<file path="src/rtl/sdr_seq_pkg.sv">
package sdr_seq_pkg;

    // {cs_n, ras_n, cas_n, we_n}
    typedef enum logic [3:0] {
        CMD_NOP = 4'b0111,
        CMD_ACT = 4'b0011,
        CMD_RD  = 4'b0101,
        CMD_WR  = 4'b0100,
        CMD_PRE = 4'b0010
    } sdr_cmd_e;

    typedef enum logic [1:0] {
        ST_IDLE,
        ST_RCD,
        ST_PRE,
        ST_RP
    } seq_state_e;

endpackage

</file>
<file path="src/rtl/sdr_seq_ctrl.sv">
module sdr_seq_ctrl
    import sdr_seq_pkg::*;
#(
    parameter int ROW_W  = 13,
    parameter int COL_W  = 9,
    parameter int ADDR_W = 13,
    parameter int DQ_W   = 32,
    parameter int MASK_W = 4,
    parameter int T_RCD  = 2,
    parameter int T_RP   = 2
) (
    input  logic              clk,
    input  logic              rst_n,
    input  logic              req_valid,
    input  logic              req_write,
    input  logic [1:0]        req_bank,
    input  logic [ROW_W-1:0]  req_row,
    input  logic [COL_W-1:0]  req_col,
    input  logic [DQ_W-1:0]   req_wdata,
    input  logic [MASK_W-1:0] req_mask,
    output sdr_cmd_e          cmd,
    output logic [1:0]        ba,
    output logic [ADDR_W-1:0] addr,
    output logic              dq_oe,
    output logic [DQ_W-1:0]   dq_out,
    output logic [MASK_W-1:0] wr_dqm,
    output logic [MASK_W-1:0] req_mask_held,
    output logic              ack
);

    localparam int T_MAX = (T_RCD > T_RP) ? T_RCD : T_RP;
    localparam int CNT_W = $clog2(T_MAX + 1);

    typedef struct packed {
        seq_state_e        st;
        logic [CNT_W-1:0]  cnt;
        logic              wr;
        logic [1:0]        bank;
        logic [COL_W-1:0]  col;
        logic [DQ_W-1:0]   wdata;
        logic [MASK_W-1:0] mask;
        sdr_cmd_e          cmd;
        logic [1:0]        ba;
        logic [ADDR_W-1:0] addr;
        logic              oe;
        logic [DQ_W-1:0]   dq;
        logic [MASK_W-1:0] wdqm;
        logic              ack;
    } ctrl_s;

    ctrl_s q, d;

    always_comb begin
        d      = q;
        d.cmd  = CMD_NOP;
        d.oe   = 1'b0;
        d.dq   = '0;
        d.wdqm = '0;
        d.ack  = 1'b0;
        case (q.st)
            ST_IDLE: begin
                if (req_valid && !q.ack) begin
                    d.wr    = req_write;
                    d.bank  = req_bank;
                    d.col   = req_col;
                    d.wdata = req_wdata;
                    d.mask  = req_mask;
                    d.cmd   = CMD_ACT;
                    d.ba    = req_bank;
                    d.addr  = ADDR_W'(req_row);
                    d.cnt   = CNT_W'(T_RCD - 1);
                    d.st    = ST_RCD;
                end
            end
            ST_RCD: begin
                if (q.cnt == '0) begin
                    d.cmd  = q.wr ? CMD_WR : CMD_RD;
                    d.ba   = q.bank;
                    d.addr = ADDR_W'(q.col);
                    if (q.wr) begin
                        d.oe   = 1'b1;
                        d.dq   = q.wdata;
                        d.wdqm = q.mask;
                    end
                    d.st = ST_PRE;
                end else begin
                    d.cnt = q.cnt - CNT_W'(1);
                end
            end
            ST_PRE: begin
                d.cmd      = CMD_PRE;
                d.addr     = '0;
                d.addr[10] = 1'b1;
                d.cnt      = CNT_W'(T_RP - 1);
                d.st       = ST_RP;
            end
            default: begin
                if (q.cnt == '0) begin
                    d.ack = 1'b1;
                    d.st  = ST_IDLE;
                end else begin
                    d.cnt = q.cnt - CNT_W'(1);
                end
            end
        endcase
    end

    always_ff @(posedge clk) begin
        if (!rst_n) begin
            q     <= '0;
            q.st  <= ST_IDLE;
            q.cmd <= CMD_NOP;
        end else begin
            q <= d;
        end
    end

    assign cmd           = q.cmd;
    assign ba            = q.ba;
    assign addr          = q.addr;
    assign dq_oe         = q.oe;
    assign dq_out        = q.dq;
    assign wr_dqm        = q.wdqm;
    assign req_mask_held = q.mask;
    assign ack           = q.ack;

    // Checker state: open-row flag and cycles since the last activate
    logic             row_open_q;
    logic [CNT_W:0]   gap_q;
    always_ff @(posedge clk) begin
        if (!rst_n) begin
            row_open_q <= 1'b0;
            gap_q      <= '0;
        end else begin
            if (q.cmd == CMD_ACT)      row_open_q <= 1'b1;
            else if (q.cmd == CMD_PRE) row_open_q <= 1'b0;
            if (q.cmd == CMD_ACT)      gap_q <= (CNT_W+1)'(1);
            else if (gap_q != '1)      gap_q <= gap_q + (CNT_W+1)'(1);
        end
    end

    AST_COL_NEEDS_OPEN_ROW: assert property (@(posedge clk) disable iff (!rst_n)
        (q.cmd == CMD_RD || q.cmd == CMD_WR) |-> row_open_q);

    AST_TRCD_GAP: assert property (@(posedge clk) disable iff (!rst_n)
        (q.cmd == CMD_RD || q.cmd == CMD_WR) |-> (int'(gap_q) >= T_RCD));

    AST_COL_THEN_PRE: assert property (@(posedge clk) disable iff (!rst_n)
        (q.cmd == CMD_RD || q.cmd == CMD_WR) |=> (q.cmd == CMD_PRE));

endmodule

</file>
<file path="src/rtl/sdr_seq_rdpath.sv">
module sdr_seq_rdpath #(
    parameter int DQ_W    = 32,
    parameter int MASK_W  = 4,
    parameter int CAS_LAT = 2
) (
    input  logic              clk,
    input  logic              rst_n,
    input  logic              rd_issue,
    input  logic [MASK_W-1:0] rd_mask,
    input  logic [DQ_W-1:0]   sd_dq_in,
    output logic [MASK_W-1:0] rd_dqm,
    output logic              rd_valid,
    output logic [DQ_W-1:0]   rd_data
);

    localparam int DQM_LAG = 2;

    typedef struct packed {
        logic [CAS_LAT-1:0] vld;
        logic [MASK_W-1:0]  m1;
        logic [MASK_W-1:0]  m2;
    } rdp_s;

    rdp_s q, d;

    always_comb begin
        d     = q;
        d.vld = {q.vld[CAS_LAT-2:0], rd_issue};
        d.m1  = rd_issue ? rd_mask : '0;
        d.m2  = q.m1;
    end

    always_ff @(posedge clk) begin
        if (!rst_n) q <= '0;
        else        q <= d;
    end

    logic [DQ_W-1:0] keep;
    for (genvar b = 0; b < MASK_W; b++) begin : g_keep
        assign keep[b*8 +: 8] = {8{~rd_mask[b]}};
    end

    assign rd_dqm   = q.m2;
    assign rd_valid = q.vld[CAS_LAT-1];
    assign rd_data  = rd_valid ? (sd_dq_in & keep) : '0;

    AST_RD_LATENCY: assert property (@(posedge clk) disable iff (!rst_n)
        rd_valid |-> $past(rd_issue, CAS_LAT));

    AST_RD_DQM_LAG: assert property (@(posedge clk) disable iff (!rst_n)
        (|rd_dqm) |-> $past(rd_issue, DQM_LAG));

endmodule

</file>
<file path="src/rtl/sdr_seq.sv">
module sdr_seq
    import sdr_seq_pkg::*;
#(
    parameter int ROW_W   = 13,
    parameter int COL_W   = 9,
    parameter int DQ_W    = 32,
    parameter int T_RCD   = 2,
    parameter int T_RP    = 2,
    parameter int CAS_LAT = 2
) (
    input  logic                 clk,
    input  logic                 rst_n,
    input  logic                 req_valid,
    input  logic                 req_write,
    input  logic [1:0]           req_bank,
    input  logic [ROW_W-1:0]     req_row,
    input  logic [COL_W-1:0]     req_col,
    input  logic [DQ_W-1:0]      req_wdata,
    input  logic [DQ_W/8-1:0]    req_mask,
    output logic                 req_ack,
    output logic [DQ_W-1:0]      rd_data,
    output logic                 rd_valid,
    output logic                 sd_cs_n,
    output logic                 sd_ras_n,
    output logic                 sd_cas_n,
    output logic                 sd_we_n,
    output logic [1:0]           sd_ba,
    output logic [((ROW_W > 11) ? ROW_W : 11)-1:0] sd_addr,
    output logic [DQ_W/8-1:0]    sd_dqm,
    output logic [DQ_W-1:0]      sd_dq_out,
    output logic                 sd_dq_oe,
    input  logic [DQ_W-1:0]      sd_dq_in
);

    localparam int MASK_W = DQ_W / 8;
    localparam int ADDR_W = (ROW_W > 11) ? ROW_W : 11;

    sdr_cmd_e          cmd;
    logic [MASK_W-1:0] wr_dqm;
    logic [MASK_W-1:0] rd_dqm;
    logic [MASK_W-1:0] mask_held;

    sdr_seq_ctrl #(
        .ROW_W (ROW_W), .COL_W (COL_W), .ADDR_W (ADDR_W), .DQ_W (DQ_W),
        .MASK_W(MASK_W), .T_RCD (T_RCD), .T_RP  (T_RP)
    ) u_ctrl (
        .clk          (clk),
        .rst_n        (rst_n),
        .req_valid    (req_valid),
        .req_write    (req_write),
        .req_bank     (req_bank),
        .req_row      (req_row),
        .req_col      (req_col),
        .req_wdata    (req_wdata),
        .req_mask     (req_mask),
        .cmd          (cmd),
        .ba           (sd_ba),
        .addr         (sd_addr),
        .dq_oe        (sd_dq_oe),
        .dq_out       (sd_dq_out),
        .wr_dqm       (wr_dqm),
        .req_mask_held(mask_held),
        .ack          (req_ack)
    );

    sdr_seq_rdpath #(
        .DQ_W(DQ_W), .MASK_W(MASK_W), .CAS_LAT(CAS_LAT)
    ) u_rdpath (
        .clk     (clk),
        .rst_n   (rst_n),
        .rd_issue(cmd == CMD_RD),
        .rd_mask (mask_held),
        .sd_dq_in(sd_dq_in),
        .rd_dqm  (rd_dqm),
        .rd_valid(rd_valid),
        .rd_data (rd_data)
    );

    assign {sd_cs_n, sd_ras_n, sd_cas_n, sd_we_n} = cmd;
    assign sd_dqm = wr_dqm | rd_dqm;

    AST_OE_ONLY_ON_WRITE: assert property (@(posedge clk) disable iff (!rst_n)
        sd_dq_oe |-> ({sd_cs_n, sd_ras_n, sd_cas_n, sd_we_n} == 4'b0100));

    AST_PRE_ALL_BANKS: assert property (@(posedge clk) disable iff (!rst_n)
        ({sd_cs_n, sd_ras_n, sd_cas_n, sd_we_n} == 4'b0010) |-> sd_addr[10]);

    AST_ACK_ONE_CYCLE: assert property (@(posedge clk) disable iff (!rst_n)
        req_ack |=> !req_ack);

    AST_NO_ACT_AFTER_ACK: assert property (@(posedge clk) disable iff (!rst_n)
        req_ack |=> ({sd_cs_n, sd_ras_n, sd_cas_n, sd_we_n} == 4'b0111));

endmodule

</file>
<file path="config.mk">
export PLATFORM = sky130hd
export DESIGN_NAME = sdr_seq
export DESIGN_NICKNAME = d
export VERILOG_FILES = /design/src/rtl/sdr_seq_pkg.sv /design/src/rtl/sdr_seq_ctrl.sv /design/src/rtl/sdr_seq_rdpath.sv /design/src/rtl/sdr_seq.sv
export SDC_FILE = /design/constraint.sdc
export NUM_CORES = 1
export LEC_CHECK = 0
export ABC_CLOCK_PERIOD_IN_PS = 3700
export BUFFER_PORTS_ARGS = -buffer_cell sky130_fd_sc_hd__buf_2
export CAP_MARGIN = 20
export CELL_PAD_IN_SITES_DETAIL_PLACEMENT = 1
export CELL_PAD_IN_SITES_GLOBAL_PLACEMENT = 1
export CORE_MARGIN = 4
export CORE_UTILIZATION = 39
export CTS_BUF_LIST = sky130_fd_sc_hd__clkbuf_4 sky130_fd_sc_hd__clkbuf_8
export DETAILED_ROUTE_END_ITERATION = 10
export GPL_TIMING_DRIVEN = 0
export PLACE_DENSITY = 0.95
export SLEW_MARGIN = 40
export SYNTH_ARGS = -nofsm -noshare
export SYNTH_HDL_FRONTEND = slang
export SYNTH_SLANG_ARGS = --single-unit
</file>
<file path="constraint.sdc">
create_clock -name clk -period 3.7 [get_ports clk]
set_input_delay 1.11 -clock clk [delete_from_list [all_inputs] [get_ports clk]]
set_output_delay 1.11 -clock clk [all_outputs]
set_load 0.005 [all_outputs]
</file>
==> results of run 1 <==
-- cells by family after synthesis --
family | after synthesis | share of synthesized area
other | 1 | 0.0007929
DFF | 118 | 0.4995
muxes | 1 | 0.002116
and+or+nand+nor | 218 | 0.2288
buffers and inverters | 80 | 0.1063
AOI/OAI and AO/OA | 97 | 0.1466
adders and majority gates | 6 | 0.01587
-- layout by cell type (no fill, tap or decap), types with 2 or more instances in the layout --
cell type     n
ha_1          6
bufinv_16     2
o211ai_1      2
clkbuf_8     20
nor3_1        2
clkinv_2      3
nand2_1     109
nand3_1       2
buf_4        49
a21oi_1       9
inv_1         5
nor2_2        2
o21a_1        2
a21boi_0     47
dfxtp_1     118
o21ai_1       5
o21ai_0      11
buf_2       192
clkbuf_1     13
nand4_1       4
clkinvlp_4    3
nand2b_1      3
o211a_1       4
and2_1       77
clkbuf_4      4
buf_1         3
nor2b_1       4
nor2_1        5
or2_2         5
a32oi_1       2
a22oi_1       8
-- state kept, by name, summed over array words and instances, names as in the netlist --
name and count:
u_ctrl.q 48, u_ctrl.addr 13, u_rdpath.d 5, u_ctrl.ba 2, u_ctrl.cmd 3, u_rdpath.rd_valid 1, u_ctrl.dq_oe 1, u_ctrl.dq_out 32
u_ctrl.ack 1, u_ctrl.wr_dqm 4, u_rdpath.rd_dqm 4, u_ctrl.req_mask_held 4
-- routing by layer --
metal / part of all wire / global-route usage / vias up
met5: 0 / 0 / -
met4: 0.012 / 0.06593 / 0
met3: 0.040 / 0.04613 / 17
met2: 0.54 / 0.3884 / 111
met1: 0.40 / 0.2293 / 2014
li1: - / - / 2044
-- final timing paths --
path                            slack, ps                                   end                    startpoint  cells past startpoint
worst min-delay path                  440         u_rdpath.rd_dqm[2]$_SDFF_PN0_      u_rdpath.d[2]$_SDFF_PN0_                      1
worst min register to register        440         u_rdpath.rd_dqm[2]$_SDFF_PN0_      u_rdpath.d[2]$_SDFF_PN0_                      1
worst max-delay path                 1080                           rd_data[12]  u_rdpath.rd_valid$_SDFF_PN0_                      3
worst max register to register       1490  u_ctrl.req_mask_held[2]$_SDFFE_PN0P_    u_ctrl.q[107]$_SDFFE_PN0P_                      7
-- area by class of cell --
cell class | count | share of cell area
clock buffers | 24 | 0.04903
well taps | 143 | 0.02873
multi-input cells | 323 | 0.2994
repair buffers | 183 | 0.1471
flip-flops and latches | 118 | 0.3793
plain buffers | 75 | 0.07776
clock inverters | 8 | 0.01567
inverters | 5 | 0.003014
-- power groups by stage --
stage / Clock, mW / Sequential, mW / Combinational (mW)
4_1_cts: 1.20 / 1.62 / 1.17
6_report: 1.18 / 1.62 / 1.16
2_1_floorplan: 0 / 1.61 / 0.756
3_5_place_dp: 0 / 1.65 / 1.16
5_1_grt: 1.26 / 1.65 / 1.30
3_3_place_gp: 0 / 1.63 / 1.08
-- metrics by stage --
stage / hold WS, ps / setup WS, ps / instances / util / cell area, um2
final: 437.8 / 1077 / 879 / 0.5340 / 6227
after global routing: 462.5 / 947.4 / 879 / 0.5340 / 6227
after CTS: 441.7 / 1065 / 879 / 0.5340 / 6227
after detailed placement: 428.7 / 938.2 / 847 / 0.4994 / 5824
after global placement: 414.7 / 954.8 / 847 / 0.4994 / 5824
after floorplan: 411.9 / 1355 / 521 / - / 4730
-- critical path: stages (launching register included) --
cell and delay (ps):
dfxtp_1 380, nor2b_1 380, and2_1 210, buf_2 120
==> impl_metrics.tcl, run 1 <==
set metrics [dict create \
    pwr-share-clk 0.298 \
    cts_buffer_depth 2 \
    antenna_found_initial 0 \
    endpoint_kind "primary output" \
    cts_root_buffer "clkbuf_8" \
    yosysTopAreaCell "dfxtp_1" \
    multi_input_area_um2 1864 \
    ys.flop_type "dfxtp_1" \
    cap_viol_max_count 0 \
    synth_area_leaders "dfxtp_1, and2_1, nand2_1" \
    grt_usage 0.2065 \
    clock_latency_ps 430 \
    drive_gt1_frac 0.3832 \
    drcViolationCount 0 \
    finalNetCount 825 \
    dr.first_iter.drc_count 150 \
    required_ps 2590 \
    routed_wl_um 14300 \
    cp-start-kind "register" \
    fmax_mhz 381.2 \
    fillCellCount 1452 \
    grt_pass1_vias 4641 \
    path_class "register to primary output" \
    worst_slew_pin_slew_ps 579.3 \
    finalPower_mw 3.970 \
    overflow 0 \
    worstPathArrival_ps 1510 \
    diodes 0 \
    syn-num-nets 623 \
    ys_ff_latch 118 \
    dieWidth_um 118.1 \
    vdd_drop_max_uv 305.2 \
    fin_crit_sh 0.7090 \
    static-leakage-power_nw 3.094 \
    coreArea_um2 11660 \
    grt_first_pass_wirelength_um 23240 \
    min_period_ps 2623 \
    die_y_um 118.1 \
    final_hold_viol_count 0 \
    dr.pass1.iters 4 \
    seq_area_um2 2362 \
    syn_area_um2 4730 \
    post-synth-top-count-cell "dfxtp_1" \
    finalSetupViolCount 0 \
    fin_skew_ps 13.04 \
    post_cts.repair.setup_buffers 0 \
    synth_seq_area_share 0.4995 \
    hpwl_um 10980 \
    start_util 0.4055 \
    post_cts_resized 0 \
    cts.sinks 118 \
    ios 186 \
    tritoncts "done" \
    vias 4186 \
    pwr-share-comb 0.293 \
    max_slew_margin 0.6115 \
    netlist.area_leader.share 0.4995 \
    synth_top_cells_by_count "dfxtp_1, nand2_1, and2_1" \
    cts_buffers 17 \
    cts.clk_slew.worst_paths_ps 70 \
    synth-edff-count 0 \
    worstPathMaxFanout 8 \
    internal-power_mw 2.646 \
    synth.distinct_cells 41 \
    wl_per_cell_um 16.27 \
    switchingPower_mw 1.324 \
    swShare 0.3335 \
    postCtsHoldBufs 0 \
    synth_area_per_cell_um2 9.078 \
    portBuffers 183 \
    num_rows 39 \
    via_per_inst 4.762 \
    ys.warnings.count 0 \
    hp-class "register to register" \
    async_reset_ff_frac 0 \
    final_antenna_net_count 0 \
    gp_congestion 0.8504 \
    power_density_nw_per_um2 637.5 \
    seqPwrFrac 0.409 \
    grt_start_max_net_pins 17 \
    synthCells 521 \
    tns_ps 0 \
    area_delta_synth_final_pct 31.67 \
    rsz0062_at_grt "no" \
    final_max_slew_viol_count 0 \
    outcome "complete, no violations" \
    h-tree-depth 4 \
    die-area_um2 13950 \
]
(Power assumes the default switching activity.)
==> run 2: changes to the inputs <==
- ABC_AREA: unset -> 1
- ABC_CLOCK_PERIOD_IN_PS: 3700 -> 2270
- CORE_UTILIZATION: 39 -> 32
- PLACE_DENSITY: 0.95 -> 0.9
- clock period: 3.7 -> 2.27 ns (I/O delays scaled with it)
==> impl_metrics.tcl, run 2 <==
set metrics [dict create \
    die_y_um 130.4 \
    seq_area_um2 2362 \
    finalNetCount 938 \
    final_max_slew_viol_count 0 \
    regMostFlops "u_ctrl.q" \
    grt_usage 0.1600 \
    final_common_cell "buf_2" \
    post_cts_resized 0 \
    seqPwrFrac 0.399 \
    hpwl_um 10700 \
    syn_area_um2 4795 \
    fin_skew_ps 12.57 \
    pwr-share-clk 0.276 \
    netlist.area_leader.share 0.4927 \
    tns_ps 0 \
    routed_wl_um 13830 \
    ios 186 \
    fillCellCount 1894 \
    multi_input_area_um2 1529 \
    clock_latency_ps 430 \
    die-area_um2 17010 \
    cts.clk_slew.worst_paths_ps 80 \
    required_ps 1590 \
    wl_met2_um 7391 \
    grt_start_max_net_pins 17 \
    yosysTopAreaCell "dfxtp_1" \
    dr.first_iter.drc_count 196 \
    dpl_cell_area_um2 5941 \
    cts_root_buffer "clkbuf_8" \
    top_layer "met4" \
    swShare 0.3487 \
    hp-class "register to register" \
    num_rows 44 \
    finalInstanceArea_um2 6330 \
    slowest_delay_ps 410 \
    portBuffers 183 \
    worstPathMaxFanout 8 \
    postCtsHoldBufs 0 \
    path_class "register to primary output" \
    diodes 0 \
    static-leakage-power_nw 3.433 \
    final_antenna_net_count 0 \
    fmax_mhz 489.5 \
    met1Wirelength_um 5423 \
    cpMaxStageDelayCell "dfxtp_1" \
    start_util 0.3286 \
    cts.sinks 118 \
    pwr-share-comb 0.325 \
    synth-edff-count 0 \
    internal-power_mw 4.464 \
    h-tree-depth 4 \
    ys.warnings.count 0 \
    ys.flop_type "dfxtp_1" \
    overflow 0 \
    power_density_nw_per_um2 1083 \
    rsz0062_at_grt "no" \
    synth_seq_area_share 0.4927 \
    path_cells "nand2_1 > nor2_1 > buf_2" \
    max_slew_margin 0.6396 \
    synth_top_cells_by_count "nor2_1, dfxtp_1, inv_1" \
    cap_viol_max_count 0 \
    cp-start-kind "register" \
    antenna_found_initial 0 \
    final_hold_viol_count 0 \
    tritoncts "done" \
    post_cts.repair.setup_buffers 0 \
    worst_slew_pin_slew_ps 540.5 \
    vdd_drop_max_uv 382.6 \
    syn-num-nets 736 \
    coreArea_um2 14590 \
    synth_area_leaders "dfxtp_1, nor2_1, inv_1" \
    worstPathArrival_ps 1360 \
    drive_gt1_frac 0.3408 \
    wl_per_cell_um 13.40 \
    synthCells 634 \
    cts_buffers 17 \
    drcViolationCount 0 \
    synth_area_per_cell_um2 7.562 \
    switchingPower_mw 2.391 \
    async_reset_ff_frac 0 \
    dr.pass1.iters 4 \
    largest_reg_flops 48 \
    fin_crit_sh 0.8999 \
    synth.distinct_cells 26 \
    via_per_inst 4.314 \
    area_delta_synth_final_pct 32.02 \
    outcome "complete, no violations" \
    ys_ff_latch 118 \
    min_period_ps 2043 \
    finalSetupViolCount 0 \
    dieWidth_um 130.4 \
    gp_congestion 0.8788 \
    dr_wl_met3_um 800 \
    grt_pass1_vias 4376 \
    cts_buffer_depth 2 \
    endpoint_kind "primary output" \
    vias 4452 \
    grt_first_pass_wirelength_um 21250 \
    layout_common_cells "buf_2, nor2_1, dfxtp_1" \
    post-synth-top-count-cell "nor2_1" \
]
-- run 2: cell count changes after synthesis, sizes merged, moves of 24 or more --
cell    delta
a21oi     +35
nand2     -24
and2      -77
nor2     +124
inv      +101
o21ai     +37
a21boi    -48
-- run 2: power by group through the flow --
stage	combinational [mW]	sequential [mW]	clock, mW
4_1_cts	2.27	2.74	1.93
3_5_place_dp	2.24	2.78	0
6_report	2.23	2.73	1.89
2_1_floorplan	1.53	2.73	0
5_1_grt	2.54	2.79	2.03
3_3_place_gp	2.17	2.76	0
-- run 2: area by class of cell --
cell class	count	share of cell area
Sequential cell	118	0.3732
Buffer	72	0.07986
Multi-Input combinational cell	338	0.2416
Clock inverter	11	0.01996
Timing Repair Buffer	183	0.1447
Tap cell	184	0.03637
Inverter	106	0.06286
Clock buffer	20	0.04151
-- run 2: worst max-delay path: cells and delay by family (launching register included) --
kind                   cells  cell delay (ps)
flip-flops                 1              410
buffers and inverters      1              140
AND/OR/NAND/NOR            2              380
-- run 2: cell families after synthesis --
logic type | after synthesis | synth area share
compound gates | 99 | 0.1046
fa+ha+maj | 6 | 0.01566
buf+inv | 178 | 0.1884
flops | 118 | 0.4927
other cells | 1 | 0.0007821
simple gates | 232 | 0.1978
-- run 2: worst paths after layout --
kind / cells after the start / endpoint / start / slack (ps)
hold / removal: 2 / u_rdpath.rd_dqm[1]$_SDFF_PN0_ / u_rdpath.d[1]$_SDFF_PN0_ / 410
setup reg to reg: 6 / u_ctrl.q[92]$_SDFFE_PN0P_ / u_ctrl.q[107]$_SDFFE_PN0P_ / 430
hold reg to reg: 2 / u_rdpath.rd_dqm[1]$_SDFF_PN0_ / u_rdpath.d[1]$_SDFF_PN0_ / 410
setup / recovery: 3 / rd_data[19] / u_rdpath.rd_valid$_SDFF_PN0_ / 230
-- run 2: layer usage --
layer | up-vias | GRT usage
li1 | 2260 | -
met1 | 2065 | 0.1718
met2 | 110 | 0.3042
met3 | 17 | 0.03740
met4 | 0 | 0.05808
met5 | - | 0
-- run 2: per-stage QoR --
step / util / std cells / hold slack (ps) / total power, mW / worst slack, ps
floorplan: - / 634 / 390.5 / 4.264 / 778.4
global placement: 0.4072 / 1001 / 392.1 / 4.922 / 438.4
detailed placement: 0.4072 / 1001 / 406.6 / 5.020 / 380.7
CTS: 0.4339 / 1032 / 424.5 / 6.940 / 158.3
global route: 0.4339 / 1032 / 446.5 / 7.364 / 22.05
finish: 0.4339 / 1032 / 413.5 / 6.855 / 227.2
==> run 3: changes to the inputs <==
- CELL_PAD_IN_SITES_GLOBAL_PLACEMENT: 1 -> 2
- CORE_UTILIZATION: 32 -> 24
- PLACE_DENSITY: 0.9 -> 0.88
==> impl_metrics.tcl, run 3 (synthesis gave the netlist of run 2 again) <==
set metrics [dict create \
    outcome "complete, no violations" \
    layout_common_cells "buf_2, nor2_1, dfxtp_1" \
    finalNetCount 938 \
    grt_usage 0.1278 \
    cts.clk_slew.worst_paths_ps 70 \
    hold-path-cell-count 2 \
    finalSetupViolCount 0 \
    swShare 0.3292 \
    max_slew_margin 0.5953 \
    worstPathMaxFanout 8 \
    largest_reg_flops 48 \
    regMostFlops "u_ctrl.q" \
    path_class "register to primary output" \
    num_rows 51 \
    pwr-share-clk 0.319 \
    seqPwrFrac 0.378 \
    rsz0062_at_grt "no" \
    grt_start_max_net_pins 17 \
    finalInstanceArea_um2 6525 \
    cp-start-kind "register" \
    cpMaxStageDelayCell "dfxtp_1" \
    pwr-share-comb 0.303 \
    cts_root_buffer "clkbuf_8" \
    reg2reg_slack_ps 510 \
    hpwl_um 11090 \
    vias 4447 \
    die_y_um 149.3 \
    min_period_ps 2074 \
    hp-class "register to register" \
    dieWidth_um 149.3 \
    min_to "u_rdpath.rd_dqm[0]$_SDFF_PN0_" \
    h-tree-depth 4 \
    fillCellCount 2517 \
    ff2ff_path_depth 5 \
    fin_crit_sh 0.9136 \
    postCtsHoldBufs 0 \
    required_ps 1590 \
    final_antenna_net_count 0 \
    dpl_cell_area_um2 6042 \
    hold_ws_ps 410.9 \
    static-leakage-power_nw 3.485 \
    routed_wl_um 14360 \
    vdd_drop_max_uv 388.8 \
    path_cells "inv_1 > nand2_1 > nor2_1 > buf_2" \
    start_util 0.2455 \
    drcViolationCount 0 \
    switchingPower_mw 2.388 \
    coreArea_um2 19530 \
    hp-start "u_rdpath.d[0]$_SDFF_PN0_" \
    cap_viol_max_count 0 \
    post_cts.repair.setup_buffers 0 \
    worst_slew_pin_slew_ps 607.0 \
    via_per_inst 3.992 \
    worstPathArrival_ps 1390 \
    r2r_start "u_ctrl.q[107]$_SDFFE_PN0P_" \
    fmax_mhz 482.2 \
    cts_buffers 17 \
    final_common_cell "buf_2" \
    wl_per_cell_um 12.89 \
    endpoint_kind "primary output" \
    multi_input_area_um2 1529 \
    gp_congestion 0.7384 \
    portBuffers 183 \
    fin_skew_ps 15.18 \
    grt_pass1_vias 4513 \
    post_cts_resized 0 \
    slowest_delay_ps 300 \
    grt_first_pass_wirelength_um 22200 \
    clock_latency_ps 440 \
    final_hold_viol_count 0 \
    final_max_slew_viol_count 0 \
    area_delta_synth_final_pct 36.09 \
    power_density_nw_per_um2 1112 \
    path_buf_inv 2 \
    tns_ps 0 \
    internal-power_mw 4.866 \
    seq_area_um2 2362 \
    r2r_end "u_ctrl.q[64]$_SDFFE_PN0P_" \
    dr.pass1.iters 6 \
    cts.sinks 118 \
    die-area_um2 22300 \
    cts_buffer_depth 2 \
    drive_gt1_frac 0.3416 \
    overflow 0 \
    placedCellCount 1082 \
    antenna_found_initial 1 \
    path_delay_family "simple AND/OR/NAND/NOR gates" \
    tritoncts "done" \
    ios 186 \
    diodes 0 \
    finalPower_mw 7.253 \
    fin_cells 1114 \
    dr.first_iter.drc_count 152 \
]
## run 3: changes by cell type in the layout (fill, tap and decap cells not counted)
cell | previous run | this run
clkbuf_8 | 18 | 20
clkinv_4 | 1 | 3
clkinvlp_4 | 4 | 1
clkinv_2 | 2 | 0
inv_6 | 2 | 1
bufinv_16 | 2 | 5
## run 3: worst max path at each step
stage,depth (start not counted),start,end,slack (ps)
floorplan,2,sd_dq_in[0],rd_data[0],780
global placement,4,rst_n,u_ctrl.dq_out[13]$_SDFF_PN0_,380
detailed placement,4,rst_n,u_ctrl.dq_out[9]$_SDFF_PN0_,370
CTS,4,u_ctrl.req_mask_held[1]$_SDFFE_PN0P_,rd_data[10],100
global route,4,u_ctrl.req_mask_held[1]$_SDFFE_PN0P_,rd_data[10],50
finish,4,u_ctrl.req_mask_held[1]$_SDFFE_PN0P_,rd_data[10],200
## run 3: per-layer routing
layer  vias to the layer above  track usage  wire (um)
met3                        15      0.04011        973
met2                       123       0.2269       7237
li1                       2265            -          -
met1                      2042       0.1421       5906
met4                         2      0.05034        224
met5                         -            0         13
## run 3: final cells by class
| cell class | count | area share |
|---|---|---|
| multi-input cells | 338 | 0.2343 |
| flip-flops and latches | 118 | 0.3620 |
| well taps | 265 | 0.05081 |
| clock buffers | 22 | 0.04449 |
| repair buffers | 183 | 0.1404 |
| clock inverters | 10 | 0.02953 |
| plain buffers | 72 | 0.07747 |
| inverters | 106 | 0.06098 |
## run 3: metrics by stage
step | utilization | worst slack [ps]
after floorplan | - | 778.4
after global placement | 0.3094 | 379.5
after CTS | 0.3342 | 100.5
after global routing | 0.3342 | 52.79
after detailed placement | 0.3094 | 371.4
final | 0.3342 | 196.2
## run 3: power by group through the flow
stage / clock network [mW] / registers, mW / logic (mW)
finish: 2.31 / 2.74 / 2.20
CTS: 2.40 / 2.75 / 2.25
global placement: 0 / 2.77 / 2.20
detailed placement: 0 / 2.79 / 2.24
global route: 2.48 / 2.80 / 2.53
floorplan: 0 / 2.73 / 1.53
## run 3: tightest hold or removal path, cell delays in order, from the launching register on
cell     delay, ps
dfxtp_1        310
nand2_1         50
inv_1           40
